<file path="src/rtl/flash_cmd_pkg.sv">
package flash_cmd_pkg;

    localparam int CMP_AW = 11;

    localparam logic [CMP_AW-1:0] UNL_ADDR_A = 11'h555;
    localparam logic [CMP_AW-1:0] UNL_ADDR_B = 11'h2AA;

    // index of each recognised data byte in the hit vector
    localparam int K_AA  = 0;
    localparam int K_55  = 1;
    localparam int K_F0  = 2;
    localparam int K_90  = 3;
    localparam int K_A0  = 4;
    localparam int K_20  = 5;
    localparam int K_80  = 6;
    localparam int K_10  = 7;
    localparam int K_30  = 8;
    localparam int K_B0  = 9;
    localparam int K_00  = 10;
    localparam int NCODE = 11;

    function automatic logic [7:0] code_val(input int idx);
        case (idx)
            K_AA:    return 8'hAA;
            K_55:    return 8'h55;
            K_F0:    return 8'hF0;
            K_90:    return 8'h90;
            K_A0:    return 8'hA0;
            K_20:    return 8'h20;
            K_80:    return 8'h80;
            K_10:    return 8'h10;
            K_30:    return 8'h30;
            K_B0:    return 8'hB0;
            default: return 8'h00;
        endcase
    endfunction

    typedef enum logic [3:0] {
        ST_IDLE, ST_AUTO, ST_UNL1, ST_UNL2, ST_PADDR,
        ST_ERS1, ST_ERS2, ST_ERS3, ST_BLKW, ST_BERASE,
        ST_RUN, ST_ERR, ST_BYPX
    } fst_e;

    typedef enum logic [1:0] {
        CTX_READ = 2'd0,
        CTX_BYP  = 2'd1,
        CTX_SUSP = 2'd2
    } ctx_e;

    localparam logic [1:0] MODE_ARRAY  = 2'd0;
    localparam logic [1:0] MODE_AUTO   = 2'd1;
    localparam logic [1:0] MODE_STATUS = 2'd2;

    function automatic logic [1:0] mode_of(input fst_e s);
        case (s)
            ST_AUTO:                             return MODE_AUTO;
            ST_RUN, ST_BLKW, ST_BERASE, ST_ERR:  return MODE_STATUS;
            default:                             return MODE_ARRAY;
        endcase
    endfunction

endpackage

</file>
<file path="src/rtl/flash_cmd_match.sv">
module flash_cmd_match
    import flash_cmd_pkg::*;
(
    input  logic [CMP_AW-1:0] a_lo,
    input  logic [7:0]        d_lo,
    output logic              at_a,
    output logic              at_b,
    output logic [NCODE-1:0]  hit
);

    assign at_a = (a_lo == UNL_ADDR_A);
    assign at_b = (a_lo == UNL_ADDR_B);

    for (genvar i = 0; i < NCODE; i++) begin : g_code
        assign hit[i] = (d_lo == code_val(i));
    end

endmodule

</file>
<file path="src/rtl/flash_win_timer.sv">
module flash_win_timer #(
    parameter int WIN_CYCLES = 64
) (
    input  logic clk,
    input  logic rst_n,
    input  logic run,
    input  logic restart,
    output logic done
);

    localparam int CW = $clog2(WIN_CYCLES + 1);
    localparam logic [CW-1:0] LAST = CW'(WIN_CYCLES - 1);

    logic [CW-1:0] cnt_q;

    assign done = run && !restart && (cnt_q == LAST);

    always_ff @(posedge clk or negedge rst_n) begin
        if (!rst_n) begin
            cnt_q <= '0;
        end else if (!run || restart) begin
            cnt_q <= '0;
        end else if (!done) begin
            cnt_q <= cnt_q + 1'b1;
        end
    end

endmodule

</file>
<file path="src/rtl/flash_cmd_seq.sv">
module flash_cmd_seq
    import flash_cmd_pkg::*;
#(
    parameter int ADDR_W     = 18,
    parameter int DATA_W     = 16,
    parameter int WIN_CYCLES = 64
) (
    input  logic              clk,
    input  logic              rst_n,
    input  logic              cmd_wr,
    input  logic [ADDR_W-1:0] cmd_addr,
    input  logic [DATA_W-1:0] cmd_data,
    input  logic              ctl_busy,
    input  logic              ctl_err,
    output logic              pgm_go,
    output logic [ADDR_W-1:0] pgm_addr,
    output logic [DATA_W-1:0] pgm_data,
    output logic              chip_ers_go,
    output logic              blk_mark,
    output logic [ADDR_W-1:0] blk_addr,
    output logic              blk_ers_go,
    output logic              sus_go,
    output logic              res_go,
    output logic              abort_go,
    output logic [1:0]        mode_o,
    output logic              byp_o,
    output logic              sus_o
);

    fst_e st_q, nxt_st;
    ctx_e ctx_q, nxt_ctx;
    logic pend_q, nxt_pend;
    logic busy_q, busy_fall;
    logic at_a, at_b;
    logic [NCODE-1:0] hit;
    logic tmr_done;
    logic g_pgm, g_cers, g_mark, g_bers, g_sus, g_res, g_abort;

    flash_cmd_match u_match (
        .a_lo (cmd_addr[CMP_AW-1:0]),
        .d_lo (cmd_data[7:0]),
        .at_a (at_a),
        .at_b (at_b),
        .hit  (hit)
    );

    flash_win_timer #(.WIN_CYCLES(WIN_CYCLES)) u_win (
        .clk     (clk),
        .rst_n   (rst_n),
        .run     (st_q == ST_BLKW),
        .restart (cmd_wr),
        .done    (tmr_done)
    );

    assign busy_fall = busy_q && !ctl_busy;

    // next state and start decisions
    always_comb begin
        nxt_st   = st_q;
        nxt_ctx  = ctx_q;
        nxt_pend = pend_q;
        g_pgm = 1'b0; g_cers = 1'b0; g_mark = 1'b0; g_bers = 1'b0;
        g_sus = 1'b0; g_res = 1'b0; g_abort = 1'b0;
        unique case (st_q)
            ST_IDLE, ST_AUTO: begin
                if (cmd_wr) begin
                    if (st_q == ST_IDLE && ctx_q == CTX_BYP) begin
                        if (hit[K_A0])      nxt_st = ST_PADDR;
                        else if (hit[K_90]) nxt_st = ST_BYPX;
                    end else if (hit[K_F0]) begin
                        nxt_st = ST_IDLE;
                    end else if (hit[K_AA] && at_a) begin
                        nxt_st = ST_UNL1;
                    end else if (st_q == ST_IDLE && ctx_q == CTX_SUSP && hit[K_30]) begin
                        nxt_st   = ST_BERASE;
                        nxt_ctx  = CTX_READ;
                        nxt_pend = 1'b0;
                        if (pend_q) g_bers = 1'b1;
                        else        g_res  = 1'b1;
                    end else begin
                        nxt_st = ST_IDLE;
                    end
                end
            end
            ST_UNL1: begin
                if (cmd_wr) nxt_st = (hit[K_55] && at_b) ? ST_UNL2 : ST_IDLE;
            end
            ST_UNL2: begin
                if (cmd_wr) begin
                    nxt_st = ST_IDLE;
                    if (at_a && hit[K_90]) begin
                        nxt_st = ST_AUTO;
                    end else if (at_a && hit[K_A0]) begin
                        nxt_st = ST_PADDR;
                    end else if (at_a && hit[K_20] && ctx_q == CTX_READ) begin
                        nxt_ctx = CTX_BYP;
                    end else if (at_a && hit[K_80] && ctx_q == CTX_READ) begin
                        nxt_st = ST_ERS1;
                    end
                end
            end
            ST_PADDR: begin
                if (cmd_wr) begin
                    g_pgm  = 1'b1;
                    nxt_st = ST_RUN;
                end
            end
            ST_ERS1: begin
                if (cmd_wr) nxt_st = (hit[K_AA] && at_a) ? ST_ERS2 : ST_IDLE;
            end
            ST_ERS2: begin
                if (cmd_wr) nxt_st = (hit[K_55] && at_b) ? ST_ERS3 : ST_IDLE;
            end
            ST_ERS3: begin
                if (cmd_wr) begin
                    if (hit[K_10] && at_a) begin
                        g_cers = 1'b1;
                        nxt_st = ST_RUN;
                    end else if (hit[K_30]) begin
                        g_mark = 1'b1;
                        nxt_st = ST_BLKW;
                    end else begin
                        nxt_st = ST_IDLE;
                    end
                end
            end
            ST_BLKW: begin
                if (cmd_wr) begin
                    if (hit[K_30]) begin
                        g_mark = 1'b1;
                    end else if (hit[K_B0]) begin
                        nxt_st   = ST_IDLE;
                        nxt_ctx  = CTX_SUSP;
                        nxt_pend = 1'b1;
                    end else begin
                        nxt_st = ST_IDLE;
                    end
                end else if (tmr_done) begin
                    g_bers = 1'b1;
                    nxt_st = ST_BERASE;
                end
            end
            ST_BERASE: begin
                if (busy_fall) begin
                    nxt_st = ctl_err ? ST_ERR : ST_IDLE;
                end else if (cmd_wr && hit[K_B0]) begin
                    g_sus   = 1'b1;
                    nxt_st  = ST_IDLE;
                    nxt_ctx = CTX_SUSP;
                end else if (cmd_wr && hit[K_F0]) begin
                    g_abort = 1'b1;
                    nxt_st  = ST_IDLE;
                end
            end
            ST_RUN: begin
                if (busy_fall) nxt_st = ctl_err ? ST_ERR : ST_IDLE;
            end
            ST_ERR: begin
                if (cmd_wr && hit[K_F0]) nxt_st = ST_IDLE;
            end
            ST_BYPX: begin
                if (cmd_wr) begin
                    nxt_st = ST_IDLE;
                    if (hit[K_00]) nxt_ctx = CTX_READ;
                end
            end
            default: nxt_st = ST_IDLE;
        endcase
    end

    // state register
    always_ff @(posedge clk or negedge rst_n) begin
        if (!rst_n) begin
            st_q   <= ST_IDLE;
            ctx_q  <= CTX_READ;
            pend_q <= 1'b0;
            busy_q <= 1'b0;
        end else begin
            st_q   <= nxt_st;
            ctx_q  <= nxt_ctx;
            pend_q <= nxt_pend;
            busy_q <= ctl_busy;
        end
    end

    // registered outputs
    always_ff @(posedge clk or negedge rst_n) begin
        if (!rst_n) begin
            pgm_go      <= 1'b0;
            pgm_addr    <= '0;
            pgm_data    <= '0;
            chip_ers_go <= 1'b0;
            blk_mark    <= 1'b0;
            blk_addr    <= '0;
            blk_ers_go  <= 1'b0;
            sus_go      <= 1'b0;
            res_go      <= 1'b0;
            abort_go    <= 1'b0;
            mode_o      <= MODE_ARRAY;
            byp_o       <= 1'b0;
            sus_o       <= 1'b0;
        end else begin
            pgm_go      <= g_pgm;
            chip_ers_go <= g_cers;
            blk_mark    <= g_mark;
            blk_ers_go  <= g_bers;
            sus_go      <= g_sus;
            res_go      <= g_res;
            abort_go    <= g_abort;
            if (g_pgm) begin
                pgm_addr <= cmd_addr;
                pgm_data <= cmd_data;
            end
            if (g_mark) blk_addr <= cmd_addr;
            mode_o <= mode_of(nxt_st);
            byp_o  <= (nxt_ctx == CTX_BYP);
            sus_o  <= (nxt_ctx == CTX_SUSP);
        end
    end


    run_quiet_chk: assert property (@(posedge clk) disable iff (!rst_n)
        (st_q == ST_RUN && !busy_fall) |=>
            !(pgm_go || chip_ers_go || blk_mark || blk_ers_go || sus_go || res_go || abort_go)
            && mode_o == MODE_STATUS);


    go_excl_chk: assert property (@(posedge clk) disable iff (!rst_n)
        $onehot0({pgm_go, chip_ers_go, blk_ers_go, sus_go, res_go, abort_go}));


    mark_restart_chk: assert property (@(posedge clk) disable iff (!rst_n)
        (WIN_CYCLES > 2 && blk_mark) |=> !blk_ers_go);


    ers_filter_chk: assert property (@(posedge clk) disable iff (!rst_n)
        (st_q == ST_BERASE && cmd_wr && !hit[K_B0] && !hit[K_F0] && !busy_fall)
            |=> st_q == ST_BERASE);


    err_hold_chk: assert property (@(posedge clk) disable iff (!rst_n)
        (st_q == ST_ERR && !(cmd_wr && hit[K_F0])) |=> mode_o == MODE_STATUS);

endmodule

</file>
<file path="config.mk">
export PLATFORM = sky130hd
export DESIGN_NAME = flash_cmd_seq
export DESIGN_NICKNAME = d
export VERILOG_FILES = /design/src/rtl/flash_cmd_pkg.sv /design/src/rtl/flash_cmd_match.sv /design/src/rtl/flash_win_timer.sv /design/src/rtl/flash_cmd_seq.sv
export SDC_FILE = /design/constraint.sdc
export NUM_CORES = 1
export LEC_CHECK = 0
export BUFFER_PORTS_ARGS = -buffer_cell sky130_fd_sc_hd__clkbuf_2
export CORE_ASPECT_RATIO = 0.7
export CORE_MARGIN = 4
export CORE_UTILIZATION = 30
export DETAILED_ROUTE_END_ITERATION = 16
export PLACE_DENSITY = 0.56
export SLEW_MARGIN = 20
export SYNTH_ARGS = -nofsm -noshare
export SYNTH_HDL_FRONTEND = slang
export SYNTH_SLANG_ARGS = --single-unit
</file>
<file path="constraint.sdc">
create_clock -name clk -period 5.3 [get_ports clk]
set_input_delay 0.53 -clock clk [delete_from_list [all_inputs] [get_ports clk]]
set_output_delay 0.53 -clock clk [all_outputs]
set_load 0.02 [all_outputs]
</file>
==> results of run 1 <==
==> area by class of cell <==
| type | count | area, µm² | share of cell area, % |
|---|---|---|---|
| flip-flops and latches | 78 | 1952 | 42.88 |
| multi-input cells | 265 | 1565 | 34.39 |
| repair buffers | 102 | 519.2 | 11.41 |
| clock buffers | 9 | 225.2 | 4.948 |
| well taps | 157 | 196.4 | 4.316 |
| clock inverters | 7 | 78.83 | 1.732 |
| inverters | 4 | 15.01 | 0.3299 |
==> through the flow <==
step                cell area [µm²]  utilization, %
finish                         4552           38.55
global route                   4552           38.55
CTS                            4548           38.51
detailed placement             4244           35.94
global placement               4244           35.94
floorplan                      3657               -
==> state kept, by name, summed over array words and instances, names as in the netlist, 2 cells and up <==
register and count:
blk_addr 18, ctx_q 2, mode_o 2, pgm_addr 18, pgm_data 16, st_q 4
u_win.cnt_q 7
==> Yosys cell counts, types with 2 or more instances <==
cell type	count
nand3_1	6
nand4b_1	2
buf_1	2
nor4bb_1	3
and4b_1	2
nand2b_1	4
and3_2	2
a21oi_1	6
nor4b_1	2
o41ai_1	2
mux2_2	17
nand3b_1	3
nor3_1	5
clkbuf_8	4
clkbuf_1	4
nor4_1	3
and2b_2	4
a31oi_1	8
mux2i_1	2
and4_1	2
o21ai_0	11
inv_1	3
nand4_1	6
nor3b_1	2
dfrtp_1	78
nand2_1	116
and3_1	4
nor4b_2	2
nor2_1	18
buf_2	3
xor2_1	2
==> final timing paths <==
kind,startpoint,to,depth (start not counted)
max in group asynchronous,rst_n,pgm_addr[2],1
hold / removal,rst_n,pgm_addr[13],1
setup reg to reg,st_q[3],mode_o[0],7
min in group clk,ctl_busy,busy_q,1
setup / recovery,st_q[3],mode_o[0],7
hold reg to reg,pgm_data[0],pgm_data[0],2
==> cells by family after synthesis <==
logic type / synth area share [%]
mux: 6.090
flops: 53.37
xor+xnor: 0.7186
fa+ha+maj: 0.3421
compound gates: 6.809
buf+inv: 3.831
simple gates: 28.84
==> power groups by stage <==
stage	Combinational [mW]	Clock, mW	Sequential [mW]
3_3_place_gp	0.0518	0	0.607
6_report	0.0516	0.627	0.596
5_1_grt	0.0581	0.679	0.595
3_5_place_dp	0.0523	0	0.607
4_1_cts	0.0524	0.649	0.596
2_1_floorplan	0.0160	0	0.607
==> routing by layer <==
metal	vias up	global-route usage, %	part of all wire, %
li1	1455	-	-
met1	1437	20.49	48
met2	103	20.54	43
met3	8	5.143	7.0
met4	0	5.212	1.1
met5	-	0	0
==> out/metrics.csv, run 1 <==
metric,value,unit
syn_nets,401,
synth.distinct_cells,64,
required,5.55,ns
tns,0,ns
p_per_area,280.0,nW/µm²
maxCapViolCount,0,
fp.dieH,100.4,µm
clk_pin_slew,0.06,ns
yosysSeqAreaShare,53.37,%
critPathMaxStageDelay,0.61,ns
die_width,140.0,µm
crit_family,simple AND/OR/NAND/NOR gates,
worstSkewPairLatency,0.34,ns
clock.fmax,0.3944,GHz
nNetsFinal,500,
setup_viol,0,
ant_nets,0,
timing.final.crit_period,2.536,ns
drive_gt1_share,33.98,%
rows,33,
postSynthAreaPerCell,10.13,µm²
finalCritPeriodShare,47.84,%
io-pin-count,102,
maxSlewHeadroom,52.01,%
via_per_inst,4.828,
power_frac_comb,4.0,%
cts_resized,0,
first_iter_violations,171,
power.switching,0.2920,mW
ctsRootBufferMaster,clkbuf_16,
p_leak,2.412,nW
yosysTopAreaCellShare,53.37,%
ys_ff_latch,78,
grt-ovfl-total,0,
ys.flop_type,dfrtp_1,
grt_first_pass_wirelength,16000,µm
fp.coreArea,11810,µm²
tightestPinTransition,0.7199,ns
die-area,14050,µm²
antenna_cells,0,
dp.final_hpwl,7059,µm
finalPower,1.275,mW
grt_pass1_vias,2963,
yosys-top-cells-area,"dfrtp_1 53%, nand2_1 12%, mux2_2 5.2%, nor2_1 1.8%, o21ai_0 1.5%",
crit_slowest_cell,dfrtp_1,
r2r_slack,2.76,ns
wl_per_cell,15.77,µm
finClkSkew,0.01116,ns
antenna_found_initial,0,
min_path_type,in -> async,
synth_edf_count,0,
internal-power,0.9826,mW
status,"finished, final reports clean",
grtUsageTotal,14.51,%
numPlacedInstances,606,
yosys.area.top_type,dfrtp_1,
path_cells,nand3b_1 > or3_1 > buf_4 > inv_2 > nor4_4 > nand3_2 > nor4b_2,
crit_path_end_kind,flip-flop,
clock_power_share,49.2,%
synthCells,361,
grt_max_degree,79,
arrival,2.79,ns
crit_buf_inv,2,
final_common_cell,nand2_1,
finalNonFillerCells,622,
swShare,22.91,%
yosysWarnings,0,
whs,0.2360,ns
slew_viol_final,0,
routed_wl,9809,µm
cts_tree,done,
synth-async-reset-ratio,100.0,%
critical_path_class,reg -> reg,
timing.final.ws_setup,2.764,ns
cts.sinks,78,
io_buffers,101,
hold_viol,0,
pwr-share-seq,46.7,%
grt_setup_unrepaired,false,
pre_cts_slack,2.566,ns
cts_buffer_depth,2,
drcViolationCount,0,
via_count,3003,
cp_max_fo,36,
cts_buffers,9,
cts_setup_buffers,0,
nFillCells,1210,
irDropWorstVdd,0.1393,mV
htreeDepth,3,
layout_common_cells,"116 x nand2_1, 100 x clkbuf_2, 78 x dfrtp_1",
syn-cell-area,3657,µm²
first_pass_iters,7,
ctsHoldBuffers,0,
gp_congestion,0.8752,
worstSetupStartpointType,flip-flop,
area_delta_synth_final,24.46,%
start_util,30.97,%
Power figures use the tool's default switching activity.
==> run 2, diff against run 1 <==
Settings changed: ABC_AREA set to 1, PLACE_DENSITY 0.56 to 0.55.
Clock period 5.3 ns to 2.36 ns, I/O delays scaled along.
==> run 2 against run 1 <==
  * Global-route usage up 1.8 points
  * Critical endpoint unchanged
  * Via count grew 22%
  * Clock skew fell by 0.0051 ns
  * Non-clock buffer count up 5
  * Count of clock-buffer cells in the layout up 1
  * Largest cell class unchanged
  * Core utilization increased by 0.52 points
  * Die area is 5.4% higher
  * Register-to-register slack lost 2.4 ns
  * Final cell count grew 27%
  * Fmax grew 26%
  * Routed wire length rose by 15%
  * Critical path type unchanged
==> out/metrics.csv, run 2 <==
metric,value,unit,change
status,"finished, final reports clean",,
grt-ovfl-total,0,,unchanged
arrival,2.28,ns,-0.51 ns
cts_resized,0,,unchanged
ant_nets,0,,unchanged
clk_pin_slew,0.06,ns,about the same
p_per_area,645.5,nW/µm²,+130%
power_frac_comb,11.1,%,+7.1 points
swShare,27.16,%,+4.3 points
final_common_cell,nand2_1,,
synth_edf_count,0,,unchanged
htreeDepth,3,,unchanged
critPathMaxStageDelay,0.53,ns,-0.08 ns
r2r_slack,0.34,ns,-2.42 ns
cp_max_fo,21,,-42%
path_cells,inv_1 > nand2_2 > nor2_2 > nand2_4 > nand2_1 > nor2_1 > nand2_1 > nor2_1 > nand2_1 > nor2_2 > nand3_1 > nor2_1,,
io_buffers,101,,unchanged
gp_congestion,0.9104,,+4.0%
yosys.area.top_type,dfrtp_1,,
yosys-top-cells-area,"dfrtp_1 50%, nand2_1 15%, o21ai_0 7.8%, inv_1 6.5%, nor2_1 6.3%",,
tightestPinTransition,0.5550,ns,-0.1650 ns
crit_path_end_kind,flip-flop,,
grt_pass1_vias,3630,,+23%
maxSlewHeadroom,63.00,%,+11 points
worstSetupStartpointType,flip-flop,,
grt_max_degree,41,,-48%
ys_ff_latch,78,,unchanged
hold_viol,0,,unchanged
fin_area,4886,µm²,+7.3%
nFillCells,1310,,+8.3%
clock.fmax,0.4962,GHz,+26%
via_count,3670,,+22%
antenna_found_initial,0,,unchanged
via_per_inst,4.646,,-3.8%
cts_buffers,9,,unchanged
required,2.63,ns,-2.92 ns
die_width,143.8,µm,+2.7%
layout_common_cells,"155 x nand2_1, 100 x clkbuf_2, 78 x dfrtp_1",,
io-pin-count,102,,unchanged
yosysSeqAreaShare,50.42,%,-2.9 points
yosysWarnings,0,,unchanged
area_delta_synth_final,26.21,%,
finClkSkew,0.006060,ns,-0.005105 ns
syn-cell-area,3871,µm²,+5.9%
hp-start,ctl_busy,,
nNetsFinal,663,,+33%
worstSkewPairLatency,0.34,ns,about the same
fp.dieH,103.0,µm,+2.7%
synth.distinct_cells,30,,-53%
maxCapViolCount,0,,unchanged
rr_startpoint,st_q[0],,
synth_commonest_cells,"155 x nand2_1, 78 x dfrtp_1, 67 x inv_1",,
synth-async-reset-ratio,100.0,%,unchanged
postSynthAreaPerCell,7.473,µm²,-26%
drcViolationCount,0,,unchanged
drive_gt1_share,21.66,%,-12 points
fin_util,39.07,%,+0.52 points
ys.flop_type,dfrtp_1,,
cts_tree,done,,
whs_endpoint,busy_q,,
first_iter_violations,259,,+51%
finalCritPeriodShare,85.39,%,+38 points
pwr-share-seq,44.2,%,-2.5 points
critical_path_class,reg -> reg,,
r2r-end,mode_o[0],,
timing.final.crit_period,2.015,ns,-0.5205 ns
ctsRootBufferMaster,clkbuf_16,,
grt_first_pass_wirelength,18880,µm,+18%
irDropWorstVdd,0.3547,mV,+150%
die-area,14810,µm²,+5.4%
cts_buffer_depth,2,,unchanged
wl_per_cell,14.24,µm,-9.7%
min_path_type,in -> reg,,
cts.sinks,78,,unchanged
grt_setup_unrepaired,false,,
synthCells,518,,+43%
routed_wl,11250,µm,+15%
p_leak,2.731,nW,+13%
rows,34,,+3.0%
internal-power,2.297,mW,+130%
slew_viol_final,0,,unchanged
start_util,30.95,%,about the same
r2r_cells,12,,+5
clock_power_share,44.7,%,-4.5 points
first_pass_iters,5,,-2
syn_nets,558,,+39%
hold_depth,1,,
placed_area,4577,µm²,+7.8%
crit_slowest_cell,dfrtp_1,,
fp.coreArea,12510,µm²,+5.9%
yosysTopAreaCellShare,50.42,%,-2.9 points
power.switching,0.8566,mW,+190%
dp.final_hpwl,8665,µm,+23%
tns,0,ns,unchanged
grtUsageTotal,16.28,%,+1.8 points
largestRegisters,"blk_addr x18, pgm_addr x18, pgm_data x16",,
antenna_cells,0,,unchanged
setup_viol,0,,unchanged
synth.most_common_cell,nand2_1,,
[run 2: changes by cell type in the layout (fill, tap and decap cells not counted), moves of 4 or more]
| cell | delta |
|---|---|
| nand3_1 | +32 |
| and2b_2 | -4 |
| a31oi_1 | -4 |
| nor2_1 | +47 |
| inv_1 | +64 |
| o21ai_0 | +49 |
| buf_4 | +4 |
| nand2_1 | +39 |
| nand2b_1 | -4 |
| mux2_2 | -17 |
| and3_1 | -4 |
[run 2: kinds of logic (layout without fill, tap and decap cells)]
| family | count (synthesis) | after routing | synth area share, % |
|---|---|---|---|
| xor+xnor | 2 | 2 | 0.4526 |
| compound gates | 72 | 72 | 9.890 |
| flops | 78 | 78 | 50.42 |
| simple gates | 282 | 282 | 30.70 |
| buf+inv | 83 | 193 | 8.209 |
| fa+ha+maj | 1 | 1 | 0.3232 |
[run 2: area by class of cell]
| cell class | count | area [µm²] | share of cell area, % |
|---|---|---|---|
| clock inverter | 6 | 70.07 | 1.434 |
| clock buffer | 10 | 229.0 | 4.686 |
| sequential | 78 | 1952 | 39.95 |
| multi-input combinational | 357 | 1602 | 32.78 |
| inverter | 70 | 262.8 | 5.378 |
| tap | 162 | 202.7 | 4.149 |
| timing repair buffer | 107 | 568.0 | 11.63 |
[run 2: critical path: cells and delay by family (launching register included)]
family	cells	cell delay, ns
flops	1	0.53
simple gates	11	1.25
buf+inv	1	0.15
[run 2: worst max-delay path by stage]
| stage | startpoint | end | slack (ns) |
|---|---|---|---|
| floorplan | st_q[2] | sus_o | 0.82 |
| global placement | st_q[0] | mode_o[0] | 0.37 |
| detailed placement | st_q[0] | mode_o[0] | 0.40 |
| CTS | st_q[0] | mode_o[0] | 0.36 |
| global route | st_q[0] | mode_o[0] | 0.16 |
| finish | st_q[0] | mode_o[0] | 0.34 |
[run 2: timing repair]
item / in CTS / in global routing
hold buffers: 1 / 0
buffers inserted: 0 / 0
endpoints found under the hold margin: 39 / 0
[run 2: power by group through the flow]
stage | Sequential [mW] | Clock (mW) | Combinational, mW
floorplan | 1.41 | 0 | 0.207
global placement | 1.42 | 0 | 0.347
detailed placement | 1.42 | 0 | 0.348
CTS | 1.39 | 1.44 | 0.350
global route | 1.39 | 1.50 | 0.402
finish | 1.39 | 1.41 | 0.350
[run 2: per-layer routing]
metal	wire length [µm]	GRT usage, %	vias up
li1	-	-	1835
met4	131	4.342	0
met3	712	3.431	10
met5	0	0	-
met1	5691	23.63	1701
met2	4717	24.78	124
[run 2: through the flow]
stage	hold slack, ns	setup slack (ns)	instances	total power [mW]
final	0.02221	0.3448	790	3.154
after global placement	0.2597	0.3665	773	1.765
after detailed placement	0.2715	0.4015	773	1.763
after CTS	0.01688	0.3586	790	3.183
after floorplan	-0.05959	0.8217	518	1.620
after global routing	0.01566	0.1579	790	3.295
